## config.mk

```make
export PLATFORM = sky130hd
export DESIGN_NAME = spi_host_ctl
export DESIGN_NICKNAME = d
export VERILOG_FILES = /design/src/rtl/spi_host_ctl.sv
export SDC_FILE = /design/constraint.sdc
export NUM_CORES = 1
export LEC_CHECK = 0
export BUFFER_PORTS_ARGS = -buffer_cell sky130_fd_sc_hd__buf_4
export CORE_MARGIN = 5
export CORE_UTILIZATION = 24
export CTS_CLUSTER_DIAMETER = 80
export DETAILED_ROUTE_END_ITERATION = 16
export MAX_ROUTING_LAYER = met4
export PLACE_DENSITY_LB_ADDON = 0.25
export SETUP_SLACK_MARGIN = 0.2
export SYNTH_ARGS = -nofsm -noshare
export SYNTH_HDL_FRONTEND = slang
export SYNTH_SLANG_ARGS = --single-unit
```

## constraint.sdc

```tcl
create_clock -name clk -period 4.29 [get_ports clk]
set_clock_uncertainty 0.05 [all_clocks]
set_input_delay 0.858 -clock clk [delete_from_list [all_inputs] [get_ports clk]]
set_output_delay 0.858 -clock clk [all_outputs]
set_load 0.02 [all_outputs]
```

## src/rtl/spi_host_ctl.sv

```systemverilog
module spi_host_ctl #(
  parameter int DW = 8,
  parameter int AW = 5,
  parameter int PW = 3,
  parameter int EW = 3
) (
  input  logic          clk,
  input  logic          rst_n,
  input  logic [AW-1:0] addr,
  input  logic          wr_en,
  input  logic          rd_en,
  input  logic [DW-1:0] wdata,
  output logic [DW-1:0] rdata,
  output logic          sck,
  output logic          mosi,
  input  logic          miso,
  input  logic          ss_n_in,
  output logic          ss_n_out,
  output logic          ss_n_oe,
  output logic          irq_fault,
  output logic          irq_done
);
  localparam int HW = PW + (1 << EW);
  localparam int EC = $clog2(2 * DW);
  localparam logic [AW-1:0] A_CTRL  = AW'(0);
  localparam logic [AW-1:0] A_CTRL2 = AW'(1);
  localparam logic [AW-1:0] A_BAUD  = AW'(4);
  localparam logic [AW-1:0] A_STAT  = AW'(5);
  localparam logic [AW-1:0] A_DATA  = AW'(9);
  localparam logic [AW-1:0] A_PORT  = AW'(13);
  localparam logic [AW-1:0] A_DIR   = AW'(16);

  logic [DW-1:0] ctrl, ctrl_nx, ctrl2, baud, port, dir;
  logic [DW-1:0] txsr, rxsr, rxbuf, rx_nx, rx_fin;
  logic          spif, wcol, modf, busy, sck_q;
  logic [2:0]    seen;
  logic [EC-1:0] edge_n;
  logic [HW-1:0] tmr, half;
  logic wr_ctl, wr_c2, wr_bd, wr_dt, wr_pt, wr_dr, rd_st, rd_dt;
  logic fault, run_ok, tick, smp, shf, last;

  function automatic logic [DW-1:0] flip(input logic [DW-1:0] v);
    for (int i = 0; i < DW; i++) flip[i] = v[DW-1-i];
  endfunction

  assign wr_ctl = wr_en && addr == A_CTRL;
  assign wr_c2  = wr_en && addr == A_CTRL2;
  assign wr_bd  = wr_en && addr == A_BAUD;
  assign wr_dt  = wr_en && addr == A_DATA;
  assign wr_pt  = wr_en && addr == A_PORT;
  assign wr_dr  = wr_en && addr == A_DIR;
  assign rd_st  = rd_en && addr == A_STAT;
  assign rd_dt  = rd_en && addr == A_DATA;

  assign fault = ctrl[6] & ctrl[4] & ~ss_n_in & ~dir[3];

  always_comb begin
    ctrl_nx = wr_ctl ? wdata : ctrl;
    if (fault) begin
      ctrl_nx[6] = 1'b0;
      ctrl_nx[4] = 1'b0;
    end
  end

  assign run_ok = ctrl_nx[6] & ctrl_nx[4];
  assign half   = (HW'(baud[4 +: PW]) + HW'(1)) << baud[0 +: EW];
  assign tick   = busy & (tmr == half - HW'(1));
  assign smp    = (edge_n[0] == ctrl[2]);
  assign shf    = ~smp & ~(ctrl[2] & (edge_n == '0));
  assign last   = (edge_n == EC'(2 * DW - 1));
  assign rx_nx  = {rxsr[DW-2:0], miso};
  assign rx_fin = smp ? rx_nx : rxsr;

  always_ff @(posedge clk) begin
    if (!rst_n) begin
      ctrl   <= '0;
      ctrl2  <= '0;
      baud   <= '0;
      port   <= DW'(8'h08);
      dir    <= '0;
      spif   <= 1'b0;
      wcol   <= 1'b0;
      modf   <= 1'b0;
      seen   <= '0;
      busy   <= 1'b0;
      sck_q  <= 1'b0;
      tmr    <= '0;
      edge_n <= '0;
      txsr   <= '0;
      rxsr   <= '0;
      rxbuf  <= '0;
    end else begin
      ctrl <= ctrl_nx;
      if (wr_c2) ctrl2 <= wdata;
      if (wr_bd) baud  <= wdata;
      if (wr_pt) port  <= wdata;
      if (wr_dr) dir   <= wdata;

      if (rd_st) seen <= {spif, wcol, modf};
      else if (rd_dt) seen <= '0;

      spif <= (spif & ~(rd_dt & seen[2])) | (tick & last & run_ok);
      wcol <= (wcol & ~(rd_dt & seen[1])) | (wr_dt & busy);
      modf <= (modf & ~(rd_dt & seen[0])) | fault;

      if (busy) begin
        if (!run_ok) begin
          busy <= 1'b0;
        end else if (tick) begin
          tmr    <= '0;
          sck_q  <= ~sck_q;
          edge_n <= edge_n + 1'b1;
          if (smp) rxsr <= rx_nx;
          if (shf) txsr <= {txsr[DW-2:0], 1'b0};
          if (last) begin
            busy  <= 1'b0;
            rxbuf <= ctrl[0] ? flip(rx_fin) : rx_fin;
          end
        end else begin
          tmr <= tmr + 1'b1;
        end
      end else if (wr_dt && run_ok) begin
        busy   <= 1'b1;
        tmr    <= '0;
        edge_n <= '0;
        sck_q  <= ctrl[3];
        txsr   <= ctrl[0] ? flip(wdata) : wdata;
      end
    end
  end

  always_comb begin
    case (addr)
      A_CTRL:  rdata = ctrl;
      A_CTRL2: rdata = ctrl2;
      A_BAUD:  rdata = baud;
      A_STAT:  rdata = {spif, wcol, 1'b0, modf, 4'b0000};
      A_DATA:  rdata = rxbuf;
      A_PORT:  rdata = port;
      A_DIR:   rdata = dir;
      default: rdata = '0;
    endcase
  end

  assign sck       = busy ? sck_q : ctrl[3];
  assign mosi      = txsr[DW-1];
  assign ss_n_out  = port[3];
  assign ss_n_oe   = dir[3];
  assign irq_done  = spif & ctrl[7];
  assign irq_fault = modf & ctrl[7];
endmodule


```

Word-level counts from Yosys, hierarchy flattened:

Index checks and enable logic that the tools add are counted.
W data, S select, Z words.

* bits in registers: 87
* input bits: 19
* output and inout port bits: 14
* logic and storage cells: 113

* reduce and logical (&&, ||, !) cells: 18
* shift-type cells: 1
* bitwise logic cells: 29
* $add $sub $neg: 4
* equal/unequal tests: 12
* mux-type cells: 32

Operator list (number)
* $mux W8: 8
* $pmux W8 S7: 1
* $mux W11: 4
* $and A1 B1 Y1: 18
* $mux W4: 4
* $mux W1: 12
* $add A11 B1 Y11 const B: 1
* $eq A11 B11 Y1: 1
* $shl A4 B3 Y11: 1
* $sub A11 B1 Y11 const B: 1
* $eq A5 B3 Y1 const B: 2
* $eq A5 B4 Y1 const B: 2
* $logic_and A1 B1 Y1: 9
* $not A1 Y1: 8
* $reduce_and A4 Y1: 2
* $mux W7: 1
* $mux W3: 2
* $ne A2 B1 Y1 const B: 3
* $reduce_and A3 Y1: 2
* $eq A5 B1 Y1 const B: 1
* $eq A5 B5 Y1 const B: 1
* $logic_not A5 Y1: 1
* $add A3 B1 Y4 const B: 1
* $add A4 B1 Y4 const B: 1
* 6 further kinds: 9

Logic depth before layout (Yosys ltp):

Gate-level depths: netlist of the first run.

* depth after elaboration: 8
* gate-level depth with buffers: 15
* depth with buffers taken out: 13

Worst setup path before layout of the first run:

Ideal clock, no wire load.

* path kind: register to register
* start: reg baud[4]
* end: reg txsr[0]
* arrival: 3133 ps
* setup slack: 989 ps
* library setup time: 117 ps
* clock period less this slack: 3301 ps
* cell stages (with the launch flop): 15
* buffers on the path: 1
* cell sequence: dfxtp_1 -> ha_1 -> clkbuf_1 -> nand2b_1 -> a21oi_1 -> nand2_1 -> ha_1 -> inv_1 -> a211oi_4 -> and4_1 -> o2111ai_1 -> a2111oi_2 -> and3_1 -> a41oi_4 -> a32o_1

* word-level cells in the longest chain between the ends: 7

RTL lines
* start: declaration: line 33 `logic [DW-1:0] ctrl, ctrl_nx, ctrl2, baud, port, dir;`
* start signal: assignment: line 95 `if (wr_bd) baud <= wdata;`
* $add A3 B1 Y4: line 66 `assign half = (HW'(baud[4 +: PW]) + HW'(1)) << baud[0 +: EW];`
* $shl A4 B3 Y11: line 66
* $sub A11 B1 Y11: line 67 `assign tick = busy & (tmr == half - HW'(1));`
* $eq A11 B11 Y1: line 67
* $and A1 B1 Y1: line 67
* $ne A2 B1 Y1 (no source line)
* $reduce_and A4 Y1 (no source line)
* end signal: assignment: line 114 `if (shf) txsr <= {txsr[DW-2:0], 1'b0};`
* end signal: assignment: line 127 `txsr <= ctrl[0] ? flip(wdata) : wdata;`
* end: declaration: line 34 `logic [DW-1:0] txsr, rxsr, rxbuf, rx_nx, rx_fin;`

No other way between the ends.
A chain may end at the register's enable or synchronous reset.

Worst setup path in the final report of the first run:

* start: reg baud[5]
* end: reg txsr[0]

The elaborated chain is that of the path after synthesis.

==> flow_summary.html, run 1 <==
<table>
<tr><th>Metric</th><th>Value</th></tr>
<tr><th colspan="2">Setup path</th></tr>
<tr><td>Type of the worst setup path</td><td>flip-flop to flip-flop</td></tr>
<tr><td>Ordered list of cells on the worst path</td><td>ha_1, nand2b_1, a21oi_1, nand2_1, ha_1, inv_1, a211oi_4, and4_1, o2111ai_1, a2111oi_4, and3_1, a41oi_4, a32o_1</td></tr>
<tr><td>Worst Path Max Fanout</td><td>11</td></tr>
<tr><td>Count of buffering cells on the critical path with inverters included</td><td>1</td></tr>
<tr><td>Maximum cell stage delay along the critical path</td><td>0.44 ns</td></tr>
<tr><td>Kind of start point of the critical path</td><td>flip-flop</td></tr>
<tr><td>Crit-path slowest cell</td><td>dfxtp_2</td></tr>
<tr><td>Data arrival time of the critical path</td><td>3.91 ns</td></tr>
<tr><td>Library cell appearing most often on the critical path</td><td>ha_1</td></tr>
<tr><td>Data required time of the critical path</td><td>4.48 ns</td></tr>
<tr><td>Largest delay share family, worst path</td><td>compound AO/OA/AOI/OAI gates</td></tr>
<tr><td>Kind of end point of the critical path</td><td>flip-flop</td></tr>
<tr><th colspan="2">Clocking</th></tr>
<tr><td>H-tree Lvls</td><td>3</td></tr>
<tr><td>Skew-Pair Late Insertion Delay</td><td>0.35 ns</td></tr>
<tr><td>Worst-case clock buffer depth</td><td>2</td></tr>
<tr><td>Root buffer cell</td><td>clkbuf_16</td></tr>
<tr><td>Clock tree from TritonCTS</td><td>done</td></tr>
<tr><td>Clk sink count</td><td>87</td></tr>
<tr><td>Inserted Clock Buffers</td><td>9</td></tr>
<tr><td>Clock slew at the register clock pins of the worst setup and hold paths</td><td>0.07 ns</td></tr>
<tr><th colspan="2">Detailed routing</th></tr>
<tr><td>Vias per cell</td><td>5.07</td></tr>
<tr><td>Wire per inst</td><td>16.3 um</td></tr>
<tr><td>DRC errors left</td><td>0</td></tr>
<tr><td>Starting DRT DRC Count</td><td>359</td></tr>
<tr><td>DR pass1 iterations</td><td>6</td></tr>
<tr><td>Total wire length</td><td>15100 um</td></tr>
<tr><td>Vias</td><td>4691</td></tr>
<tr><td>Number of antenna-violating nets in the routed design</td><td>0</td></tr>
<tr><th colspan="2">Logic synthesis</th></tr>
<tr><td>Sequential cell area fraction in the yosys report</td><td>34.5%</td></tr>
<tr><td>Unique cell type count in the Yosys netlist</td><td>70</td></tr>
<tr><td>Count of state elements after synthesis</td><td>87</td></tr>
<tr><td>Mean cell area of the mapped netlist</td><td>8.11 um2</td></tr>
<tr><td>Most instantiated flip-flop cell in the synthesis netlist</td><td>dfxtp_1</td></tr>
<tr><td>Number of enable-type register cells in the synthesized netlist</td><td>0</td></tr>
<tr><td>Number of nets in the synthesized netlist</td><td>647</td></tr>
<tr><td>Number of instances in the synthesized netlist</td><td>623</td></tr>
<tr><td>Number of warnings printed during yosys synthesis</td><td>0</td></tr>
<tr><td>Proportion of synthesized flip-flops having asynchronous set or reset</td><td>0%</td></tr>
<tr><td>Post-synthesis instance area</td><td>5050 um2</td></tr>
<tr><th colspan="2">Finish</th></tr>
<tr><td>Register Area</td><td>1740 um2</td></tr>
<tr><td>Total area of multi-input combinational cells</td><td>3110 um2</td></tr>
<tr><td>Layout overhead on the synthesized area</td><td>17.0%</td></tr>
<tr><td>Fill count</td><td>2292</td></tr>
<tr><td>Share of post-route cells with drive strength above 1</td><td>13.4%</td></tr>
<tr><td>Count of antenna diodes in the layout</td><td>0</td></tr>
<tr><td>Fin nets</td><td>669</td></tr>
<tr><td>Non-Filler Cell Area, Final</td><td>5910 um2</td></tr>
<tr><td>Util after Layout</td><td>28.3%</td></tr>
<tr><th colspan="2">Timing</th></tr>
<tr><td>Tmin final</td><td>3.72 ns</td></tr>
<tr><td>Final setup viols</td><td>0</td></tr>
<tr><td>Setup repair after global routing missed its margin</td><td>no</td></tr>
<tr><td>Final slew viol count</td><td>0</td></tr>
<tr><td>Slew headroom</td><td>40.8%</td></tr>
<tr><td>Transition at the pin with the smallest max-transition slack</td><td>0.886 ns</td></tr>
<tr><td>Portion of the clock cycle consumed by the worst path in the final layout</td><td>86.7%</td></tr>
<tr><td>Peak clock frequency supported by timing</td><td>0.269 GHz</td></tr>
<tr><td>Sum of negative setup slack</td><td>0 ns</td></tr>
<tr><td>Final count of hold timing violations</td><td>0</td></tr>
<tr><th colspan="2">Outcome</th></tr>
<tr><td>Result of the run</td><td>finished, final reports clean</td></tr>
<tr><th colspan="2">Placed design</th></tr>
<tr><td>Cell Area, Placed</td><td>5610 um2</td></tr>
<tr><td>Number of port buffers</td><td>32</td></tr>
<tr><td>Routability congestion estimate</td><td>0.819</td></tr>
<tr><td>Post-detail-place hpwl</td><td>10600 um</td></tr>
<tr><th colspan="2">Floorplan</th></tr>
<tr><td>Die area</td><td>24100 um2</td></tr>
<tr><td>Horizontal extent of the die</td><td>155 um</td></tr>
<tr><td>Num rows</td><td>53</td></tr>
<tr><td>Die extent in y</td><td>155 um</td></tr>
<tr><td>Starting utilization of the core area</td><td>24.2%</td></tr>
<tr><td>Top Ports</td><td>33</td></tr>
<tr><td>CORE AREA</td><td>20900 um2</td></tr>
<tr><th colspan="2">Power</th></tr>
<tr><td>Maximum vdd drop</td><td>0.182 mV</td></tr>
<tr><td>P_sw</td><td>445 uW</td></tr>
<tr><td>Total power density per cell area</td><td>287 nW/um2</td></tr>
<tr><td>Relative contribution of sequential cells to total power</td><td>47.9%</td></tr>
<tr><td>Proportion of power drawn by combinational gates</td><td>6.0%</td></tr>
<tr><td>Switching part of the total</td><td>26.2%</td></tr>
<tr><td>Int Power</td><td>1250 uW</td></tr>
<tr><td>Clk pwr share</td><td>46.1%</td></tr>
<tr><td>Total power of the final layout</td><td>1700 uW</td></tr>
<tr><td>Static leakage power</td><td>0.00214 uW</td></tr>
<tr><th colspan="2">Global route</th></tr>
<tr><td>Via count of the first global-routing pass</td><td>4324</td></tr>
<tr><td>Antenna violations before repair</td><td>0</td></tr>
<tr><td>First-pass GRT wire length</td><td>24400 um</td></tr>
<tr><td>Maximum number of pins on one net before global-route repair</td><td>36</td></tr>
<tr><td>Total global routing track utilization</td><td>12.9%</td></tr>
<tr><td>Total global routing overflow</td><td>0</td></tr>
<tr><th colspan="2">Job</th></tr>
<tr><td>Max cap viols</td><td>0</td></tr>
<tr><th colspan="2">Min path</th></tr>
<tr><td>Hold/Removal Path Class</td><td>flip-flop to flip-flop</td></tr>
</table>
placed cells by master (no fill, tap or decap), drive strengths merged, types with 10 or more instances in the layout:
master  Yosys  final
xor2       10     10
nand3      65     65
nand2b     10     10
xnor2      13     13
nand2      90     90
a21oi      51     51
buf        12     51
inv        11     16
dfxtp      87     87
o21ai      29     29
nor2       36     36
mux2i      36     36
a22oi      24     24
cells by family after synthesis:
| group | Yosys count | synth area share (%) |
|---|---|---|
| simple gates | 259 | 25.0 |
| mux | 44 | 10.5 |
| compound gates | 152 | 20.2 |
| fa+ha+maj | 5 | 1.24 |
| buf+inv | 53 | 4.41 |
| flops | 87 | 34.5 |
| xor+xnor | 23 | 4.13 |
power groups by stage:
stage	registers, uW	logic, uW	clock network, uW
4_1_cts	812	100	802
3_5_place_dp	831	100	0
5_1_grt	812	111	840
3_3_place_gp	831	101	0
2_1_floorplan	830	54.7	0
6_report	812	102	783
sequential cells by signal, summed over array words and instances (netlist names):
register / count
baud: 8
busy: 1
ctrl: 8
ctrl2: 8
dir: 8
edge_n: 4
modf: 1
port: 8
rxbuf: 8
rxsr: 8
sck_q: 1
seen: 3
spif: 1
tmr: 11
txsr: 8
wcol: 1
repair_timing:
action / CTS / global route
buffers inserted: 0 / 0
hold buffers: 0 / 0
gates resized for setup: 0 / 3
setup endpoints to repair: 0 / 39
cell usage after synthesis, types with 5 or more instances:
master	instances	area share, %
clkbuf_1	28	2.1
mux2i_1	36	7.1
xnor2_1	12	2.1
nor2_1	36	2.7
buf_2	7	0.69
and2_1	9	1.1
mux4_2	7	3.1
o21ai_0	28	2.8
nand2_1	90	6.7
a21oi_1	51	5.0
nor3_1	9	0.89
xor2_1	10	1.7
nand2b_1	10	1.2
a22oi_1	24	3.6
nand4_1	5	0.62
ha_1	5	1.2
inv_1	10	0.74
or3_1	6	0.74
nand3_1	65	6.4
dfxtp_1	87	34
path summary, 6_finish.rpt:
check,to,slack [ns],cells after the start,start
hold reg to reg,dir[5],0.41,2,dir[5]
hold / removal,dir[5],0.41,2,dir[5]
setup reg to reg,txsr[0],0.57,13,baud[5]
setup / recovery,txsr[0],0.57,13,baud[5]
worst register-to-register path, delay by kind of cell (launching register included):
family                     cells  cell delay, ns
AOI/OAI and AO/OA              6            1.60
adders and majority gates      2            0.58
buffers and inverters          1            0.08
DFF                            1            0.44
and+or+nand+nor                4            0.85
area by class of cell:
class                           count  area share (%)
Inverter                           13           0.825
Clock inverter                      7            1.06
Sequential cell                    87            29.5
Clock buffer                        9            3.81
Multi-Input combinational cell    483            52.5
Tap cell                          275            5.82
Timing Repair Buffer               51            6.47
per-stage QoR:
step	hold slack, ns	setup slack [ns]	instances
after global placement	0.394	0.463	909
final	0.408	0.572	925
after floorplan	0.386	0.989	623
after global routing	0.426	0.205	925
after CTS	0.408	0.347	925
after detailed placement	0.397	0.380	909
per-layer routing:
layer / wire [um] / GRT usage (%) / vias up
met5: 0 / - / -
met4: 284 / 4.46 / 0
met3: 543 / 1.45 / 23
met2: 7020 / 19.6 / 111
met1: 7220 / 17.9 / 2226
li1: - / - / 2331
No activity file was read; power rests on OpenSTA's default activity.
==> run 2, diff against run 1 <==
- RECOVER_POWER: default -> 25
==> run 2 against run 1 <==
Effect of this change:
- flip-flop and latch count unchanged
- sequential share of layout area increased by 0.13 points
- largest power group unchanged
- via count decreased by 0.92%
- design area decreased by 0.44%
- sequential power about the same
- non-clock buffer count unchanged
- critical path type unchanged
- routed wire length decreased by 0.28%
- die area unchanged
- power decreased by 0.17%
- fmax about the same
- combinational power about the same
==> flow_summary.html, run 2 (synthesis results as in run 1) <==
<table>
<tr><th>Metric</th><th>Value</th></tr>
<tr><th colspan="2">Clocking</th></tr>
<tr><td>Skew-Pair Late Insertion Delay</td><td>0.35 ns</td></tr>
<tr><td>Clock slew at the register clock pins of the worst setup and hold paths</td><td>0.07 ns</td></tr>
<tr><td>Inserted Clock Buffers</td><td>9</td></tr>
<tr><td>Root buffer cell</td><td>clkbuf_16</td></tr>
<tr><td>H-tree Lvls</td><td>3</td></tr>
<tr><td>Worst-case clock buffer depth</td><td>2</td></tr>
<tr><td>Clock tree from TritonCTS</td><td>done</td></tr>
<tr><td>Number of setup buffers added after CTS</td><td>0</td></tr>
<tr><td>Clk sink count</td><td>87</td></tr>
<tr><th colspan="2">Floorplan</th></tr>
<tr><td>CORE AREA</td><td>20900 um2</td></tr>
<tr><td>Top Ports</td><td>33</td></tr>
<tr><td>Die extent in y</td><td>155 um</td></tr>
<tr><td>Die area</td><td>24100 um2</td></tr>
<tr><td>Horizontal extent of the die</td><td>155 um</td></tr>
<tr><td>Num rows</td><td>53</td></tr>
<tr><td>Starting utilization of the core area</td><td>24.2%</td></tr>
<tr><th colspan="2">Global route</th></tr>
<tr><td>Via count of the first global-routing pass</td><td>4324</td></tr>
<tr><td>Total global routing track utilization</td><td>12.9%</td></tr>
<tr><td>Antenna violations before repair</td><td>0</td></tr>
<tr><td>Maximum number of pins on one net before global-route repair</td><td>36</td></tr>
<tr><td>First-pass GRT wire length</td><td>24400 um</td></tr>
<tr><td>Total global routing overflow</td><td>0</td></tr>
<tr><th colspan="2">Placed design</th></tr>
<tr><td>Routability congestion estimate</td><td>0.819</td></tr>
<tr><td>Cell Area, Placed</td><td>5610 um2</td></tr>
<tr><td>Post-detail-place hpwl</td><td>10600 um</td></tr>
<tr><td>DP Worst Slack</td><td>0.380 ns</td></tr>
<tr><td>Number of port buffers</td><td>32</td></tr>
<tr><th colspan="2">Detailed routing</th></tr>
<tr><td>Starting DRT DRC Count</td><td>406</td></tr>
<tr><td>Vias</td><td>4648</td></tr>
<tr><td>DR pass1 iterations</td><td>5</td></tr>
<tr><td>Vias per cell</td><td>5.02</td></tr>
<tr><td>DRC errors left</td><td>0</td></tr>
<tr><td>Total wire length</td><td>15000 um</td></tr>
<tr><td>Number of antenna-violating nets in the routed design</td><td>0</td></tr>
<tr><td>Wire per inst</td><td>16.2 um</td></tr>
<tr><th colspan="2">Finish</th></tr>
<tr><td>Largest reg by FF count</td><td>tmr</td></tr>
<tr><td>Highest-count cells in the layout ignoring fill and taps</td><td>nand2_1, dfxtp_1, nand3_1</td></tr>
<tr><td>Count of antenna diodes in the layout</td><td>0</td></tr>
<tr><td>Fill count</td><td>2302</td></tr>
<tr><td>Non-Filler Cell Area, Final</td><td>5890 um2</td></tr>
<tr><td>Max reg flops</td><td>11</td></tr>
<tr><td>Register Area</td><td>1740 um2</td></tr>
<tr><td>Util after Layout</td><td>28.2%</td></tr>
<tr><td>Layout overhead on the synthesized area</td><td>16.5%</td></tr>
<tr><td>Fin nets</td><td>669</td></tr>
<tr><td>Most common library cell in the layout ignoring fill and taps</td><td>nand2_1</td></tr>
<tr><td>Share of post-route cells with drive strength above 1</td><td>12.3%</td></tr>
<tr><td>Total area of multi-input combinational cells</td><td>3110 um2</td></tr>
<tr><th colspan="2">Timing</th></tr>
<tr><td>Portion of the clock cycle consumed by the worst path in the final layout</td><td>86.6%</td></tr>
<tr><td>Setup repair after global routing missed its margin</td><td>no</td></tr>
<tr><td>Final slew viol count</td><td>0</td></tr>
<tr><td>Slew headroom</td><td>40.8%</td></tr>
<tr><td>Final setup viols</td><td>0</td></tr>
<tr><td>Transition at the pin with the smallest max-transition slack</td><td>0.886 ns</td></tr>
<tr><td>Final setup margin</td><td>0.574 ns</td></tr>
<tr><td>Sum of negative setup slack</td><td>0 ns</td></tr>
<tr><td>Final count of hold timing violations</td><td>0</td></tr>
<tr><td>Tmin final</td><td>3.72 ns</td></tr>
<tr><td>Peak clock frequency supported by timing</td><td>0.269 GHz</td></tr>
<tr><th colspan="2">Job</th></tr>
<tr><td>Max cap viols</td><td>0</td></tr>
<tr><th colspan="2">Power</th></tr>
<tr><td>P_sw</td><td>444 uW</td></tr>
<tr><td>Clk pwr share</td><td>46.1%</td></tr>
<tr><td>Static leakage power</td><td>0.00211 uW</td></tr>
<tr><td>Relative contribution of sequential cells to total power</td><td>47.9%</td></tr>
<tr><td>Proportion of power drawn by combinational gates</td><td>5.9%</td></tr>
<tr><td>Maximum vdd drop</td><td>0.181 mV</td></tr>
<tr><td>Total power density per cell area</td><td>288 nW/um2</td></tr>
<tr><td>Int Power</td><td>1250 uW</td></tr>
<tr><td>Switching part of the total</td><td>26.2%</td></tr>
<tr><th colspan="2">Min path</th></tr>
<tr><td>Hold/Removal Path Class</td><td>flip-flop to flip-flop</td></tr>
<tr><td>Start point of the worst min-delay path</td><td>dir[5]</td></tr>
<tr><th colspan="2">Setup path</th></tr>
<tr><td>Launch point of the critical path</td><td>baud[5]</td></tr>
<tr><td>Kind of end point of the critical path</td><td>flip-flop</td></tr>
<tr><td>Data arrival time of the critical path</td><td>3.91 ns</td></tr>
<tr><td>Type of the worst setup path</td><td>flip-flop to flip-flop</td></tr>
<tr><td>Library cell appearing most often on the critical path</td><td>ha_1</td></tr>
<tr><td>Crit-path slowest cell</td><td>dfxtp_2</td></tr>
<tr><td>Kind of start point of the critical path</td><td>flip-flop</td></tr>
<tr><td>R2R Setup Slk</td><td>0.57 ns</td></tr>
<tr><td>Data required time of the critical path</td><td>4.48 ns</td></tr>
<tr><td>Ordered list of cells on the worst path</td><td>ha_1, nand2b_1, a21oi_1, nand2_1, ha_1, inv_1, a211oi_4, and4_1, o2111ai_1, a2111oi_4, and3_1, a41oi_4, a32o_1</td></tr>
<tr><td>Maximum cell stage delay along the critical path</td><td>0.44 ns</td></tr>
<tr><td>Origin of the critical flop-to-flop path</td><td>baud[5]</td></tr>
<tr><td>Worst Path Max Fanout</td><td>11</td></tr>
<tr><th colspan="2">Outcome</th></tr>
<tr><td>Result of the run</td><td>finished, final reports clean</td></tr>
</table>
==> run 2: power groups by stage <==
stage	sequential (uW)	clock (uW)	combinational [uW]
after floorplan	830	0	54.7
after global placement	831	0	101
after detailed placement	831	0	100
after CTS	812	802	100
after global routing	812	840	109
final	812	781	101
==> run 2: per-stage QoR <==
| step | std cells | power, uW | hold slack, ns |
|---|---|---|---|
| 2_1_floorplan | 623 | 885 | 0.386 |
| 3_3_place_gp | 909 | 932 | 0.394 |
| 3_5_place_dp | 909 | 931 | 0.397 |
| 4_1_cts | 925 | 1710 | 0.408 |
| 5_1_grt | 925 | 1760 | 0.426 |
| 6_report | 925 | 1690 | 0.408 |
==> run 2: layout make-up <==
| class | instances | share of cell area (%) |
|---|---|---|
| clock buffers | 9 | 3.82 |
| clock inverters | 7 | 1.06 |
| inverters | 13 | 0.829 |
| multi-input cells | 483 | 52.8 |
| flip-flops and latches | 87 | 29.6 |
| well taps | 275 | 5.84 |
| repair buffers | 51 | 6.06 |
==> run 2: path summary, 6_finish.rpt <==
kind,endpoint,cells past startpoint
hold / removal,dir[5],2
hold reg to reg,dir[5],2
setup reg to reg,txsr[0],13
setup / recovery,txsr[0],13
==> run 2: per-layer routing <==
layer  routed length, um  part of all wire, %  track usage [%]
met3                 568                  3.8             1.45
met5                   0                    0                -
met2                6960                   46             19.6
met4                 265                  1.8             4.46
met1                7230                   48             17.9
==> run 2: what timing repair did <==
action,in CTS,in global routing
endpoints found under the setup margin,0,39
hold endpoints to repair,0,0
resized for setup,0,3
hold buffers,0,0
==> run 2: worst max-delay path, delay by kind of cell, from the launching register on <==
| family | cells | cell delay, ns |
|---|---|---|
| AOI/OAI and AO/OA | 6 | 1.60 |
| adders and majority gates | 2 | 0.58 |
| buffers and inverters | 1 | 0.08 |
| DFF | 1 | 0.44 |
| and+or+nand+nor | 4 | 0.85 |
==> run 3, diff against run 2 <==
- PLACE_DENSITY: default -> 0.39
- PLACE_DENSITY_LB_ADDON: 0.25 -> default
==> run 3 against run 2 <==
Effect of this change:
- the run now ends with capacitance limit, slew limit left
- sequential share of layout area about the same
- final cell count decreased by 0.11%
- global-route usage increased by 1.3 points
- combinational power about the same
- sequential power about the same
- core utilization unchanged
- critical endpoint is now rxsr[3]
- critical path type unchanged
- routed wire length increased by 11%
- design area unchanged
- first-iteration DRC count decreased by 13%
- highest routed layer unchanged
- non-clock buffer count decreased by 1
==> flow_summary.html, run 3 (synthesis results as in run 1) <==
<table>
<tr><th>Metric</th><th>Value</th></tr>
<tr><th colspan="2">Setup path</th></tr>
<tr><td>Count of buffering cells on the critical path with inverters included</td><td>1</td></tr>
<tr><td>Maximum cell stage delay along the critical path</td><td>0.46 ns</td></tr>
<tr><td>Data required time of the critical path</td><td>4.46 ns</td></tr>
<tr><td>Kind of start point of the critical path</td><td>flip-flop</td></tr>
<tr><td>Kind of end point of the critical path</td><td>flip-flop</td></tr>
<tr><td>Data arrival time of the critical path</td><td>3.83 ns</td></tr>
<tr><td>Largest delay share family, worst path</td><td>simple AND/OR/NAND/NOR gates</td></tr>
<tr><td>Ordered list of cells on the worst path</td><td>ha_1, nand2b_1, a21oi_1, nand2_1, ha_1, inv_1, a211oi_4, and4_1, o2111ai_1, a2111oi_2, nand4_2, or2_1, mux2i_1</td></tr>
<tr><td>Crit-path slowest cell</td><td>or2_1</td></tr>
<tr><td>Library cell appearing most often on the critical path</td><td>ha_1</td></tr>
<tr><td>Worst Path Max Fanout</td><td>11</td></tr>
<tr><td>Type of the worst setup path</td><td>flip-flop to flip-flop</td></tr>
<tr><th colspan="2">Finish</th></tr>
<tr><td>Highest-count cells in the layout ignoring fill and taps</td><td>nand2_1, dfxtp_1, nand3_1</td></tr>
<tr><td>Max reg flops</td><td>11</td></tr>
<tr><td>Fin nets</td><td>668</td></tr>
<tr><td>Most common library cell in the layout ignoring fill and taps</td><td>nand2_1</td></tr>
<tr><td>Count of antenna diodes in the layout</td><td>0</td></tr>
<tr><td>Final Instance Count excl. Fillers</td><td>924</td></tr>
<tr><td>Fill count</td><td>2310</td></tr>
<tr><td>Share of post-route cells with drive strength above 1</td><td>11.7%</td></tr>
<tr><td>Layout overhead on the synthesized area</td><td>16.5%</td></tr>
<tr><td>Largest reg by FF count</td><td>tmr</td></tr>
<tr><td>Non-Filler Cell Area, Final</td><td>5890 um2</td></tr>
<tr><th colspan="2">Floorplan</th></tr>
<tr><td>Die extent in y</td><td>155 um</td></tr>
<tr><td>Horizontal extent of the die</td><td>155 um</td></tr>
<tr><td>Starting utilization of the core area</td><td>24.2%</td></tr>
<tr><td>Die area</td><td>24100 um2</td></tr>
<tr><td>CORE AREA</td><td>20900 um2</td></tr>
<tr><td>Top Ports</td><td>33</td></tr>
<tr><td>Num rows</td><td>53</td></tr>
<tr><th colspan="2">Timing</th></tr>
<tr><td>Peak clock frequency supported by timing</td><td>0.273 GHz</td></tr>
<tr><td>Portion of the clock cycle consumed by the worst path in the final layout</td><td>85.4%</td></tr>
<tr><td>Final setup margin</td><td>0.627 ns</td></tr>
<tr><td>Final setup viols</td><td>0</td></tr>
<tr><td>Tmin final</td><td>3.66 ns</td></tr>
<tr><td>Slew headroom</td><td>-0.137%</td></tr>
<tr><td>Transition at the pin with the smallest max-transition slack</td><td>1.50 ns</td></tr>
<tr><td>Setup repair after global routing missed its margin</td><td>no</td></tr>
<tr><td>Final slew viol count</td><td>32</td></tr>
<tr><td>Sum of negative setup slack</td><td>0 ns</td></tr>
<tr><td>Final count of hold timing violations</td><td>0</td></tr>
<tr><th colspan="2">Power</th></tr>
<tr><td>Static leakage power</td><td>0.00211 uW</td></tr>
<tr><td>Maximum vdd drop</td><td>0.179 mV</td></tr>
<tr><td>Total power density per cell area</td><td>298 nW/um2</td></tr>
<tr><th colspan="2">Global route</th></tr>
<tr><td>First-pass GRT wire length</td><td>26200 um</td></tr>
<tr><td>Total global routing overflow</td><td>0</td></tr>
<tr><td>Antenna violations before repair</td><td>0</td></tr>
<tr><td>Total global routing track utilization</td><td>14.2%</td></tr>
<tr><td>Maximum number of pins on one net before global-route repair</td><td>34</td></tr>
<tr><td>Via count of the first global-routing pass</td><td>4528</td></tr>
<tr><th colspan="2">Detailed routing</th></tr>
<tr><td>DR pass1 iterations</td><td>6</td></tr>
<tr><td>Wire per inst</td><td>18.0 um</td></tr>
<tr><td>Total wire length</td><td>16600 um</td></tr>
<tr><td>DRC errors left</td><td>0</td></tr>
<tr><td>Number of antenna-violating nets in the routed design</td><td>0</td></tr>
<tr><td>Vias per cell</td><td>5.12</td></tr>
<tr><td>Vias</td><td>4735</td></tr>
<tr><td>Starting DRT DRC Count</td><td>354</td></tr>
<tr><th colspan="2">Clocking</th></tr>
<tr><td>Post-cts hold buffer count</td><td>0</td></tr>
<tr><td>Skew-Pair Late Insertion Delay</td><td>0.36 ns</td></tr>
<tr><td>Clk sink count</td><td>87</td></tr>
<tr><td>H-tree Lvls</td><td>3</td></tr>
<tr><td>Worst-case clock buffer depth</td><td>2</td></tr>
<tr><td>Number of gates given a new drive strength after cts</td><td>0</td></tr>
<tr><td>Clock tree from TritonCTS</td><td>done</td></tr>
<tr><td>Inserted Clock Buffers</td><td>9</td></tr>
<tr><td>Clock slew at the register clock pins of the worst setup and hold paths</td><td>0.08 ns</td></tr>
<tr><td>Number of setup buffers added after CTS</td><td>0</td></tr>
<tr><td>Root buffer cell</td><td>clkbuf_16</td></tr>
<tr><th colspan="2">Outcome</th></tr>
<tr><td>Result of the run</td><td>finished, violations left</td></tr>
<tr><td>Violated checks</td><td>capacitance limit, slew limit</td></tr>
<tr><th colspan="2">Placed design</th></tr>
<tr><td>Routability congestion estimate</td><td>0.824</td></tr>
<tr><td>DP Worst Slack</td><td>0.641 ns</td></tr>
<tr><td>Cell Area, Placed</td><td>5610 um2</td></tr>
<tr><td>Post-detail-place hpwl</td><td>12000 um</td></tr>
<tr><td>Cell count after placement</td><td>908</td></tr>
<tr><td>Number of port buffers</td><td>32</td></tr>
<tr><th colspan="2">Min path</th></tr>
<tr><td>Hold/Removal Path Class</td><td>flip-flop to flip-flop</td></tr>
<tr><th colspan="2">Job</th></tr>
<tr><td>Max cap viols</td><td>1</td></tr>
</table>
-- run 3: path summary, 6_finish.rpt --
kind / start / end / slack (ns) / cells past startpoint
setup reg to reg: baud[4] / rxsr[3] / 0.63 / 13
hold / removal: dir[0] / dir[0] / 0.41 / 2
hold reg to reg: dir[0] / dir[0] / 0.41 / 2
setup / recovery: baud[4] / rxsr[3] / 0.63 / 13
-- run 3: through the flow --
| step | utilization, % | power, uW | hold WS [ns] |
|---|---|---|---|
| after floorplan | - | 885 | 0.386 |
| after global placement | 26.8 | 934 | 0.392 |
| after detailed placement | 26.8 | 934 | 0.398 |
| after CTS | 28.3 | 1780 | 0.408 |
| after global routing | 28.2 | 1810 | 0.420 |
| final | 28.2 | 1760 | 0.408 |
-- run 3: worst reg2reg max path: cells and delay by family, from the launching register on --
family / cells / cell delay, ns
muxes: 1 / 0.18
buffers and inverters: 1 / 0.07
DFF: 1 / 0.31
and+or+nand+nor: 5 / 1.31
AOI/OAI and AO/OA: 4 / 0.97
adders and majority gates: 2 / 0.63
-- run 3: power by group --
| part | leakage (uW) | switching, uW | internal [uW] |
|---|---|---|---|
| registers | 0.000701 | 2.30 | 810 |
| logic | 0.00125 | 69.6 | 31.5 |
| clock network | 0.000150 | 377 | 465 |
-- run 3: layout make-up --
type / instances / area, um2 / share of cell area, %
tap: 275 / 344 / 5.84
inverter: 13 / 48.8 / 0.829
sequential: 87 / 1740 / 29.6
timing repair buffer: 50 / 347 / 5.89
clock buffer: 9 / 225 / 3.82
clock inverter: 7 / 86.3 / 1.47
multi-input combinational: 483 / 3100 / 52.6
-- run 3: routing by layer --
metal / track usage [%] / wire length (um)
met5: - / 0
met1: 18.2 / 7610
met2: 23.4 / 8190
met4: 3.74 / 242
met3: 2.25 / 565
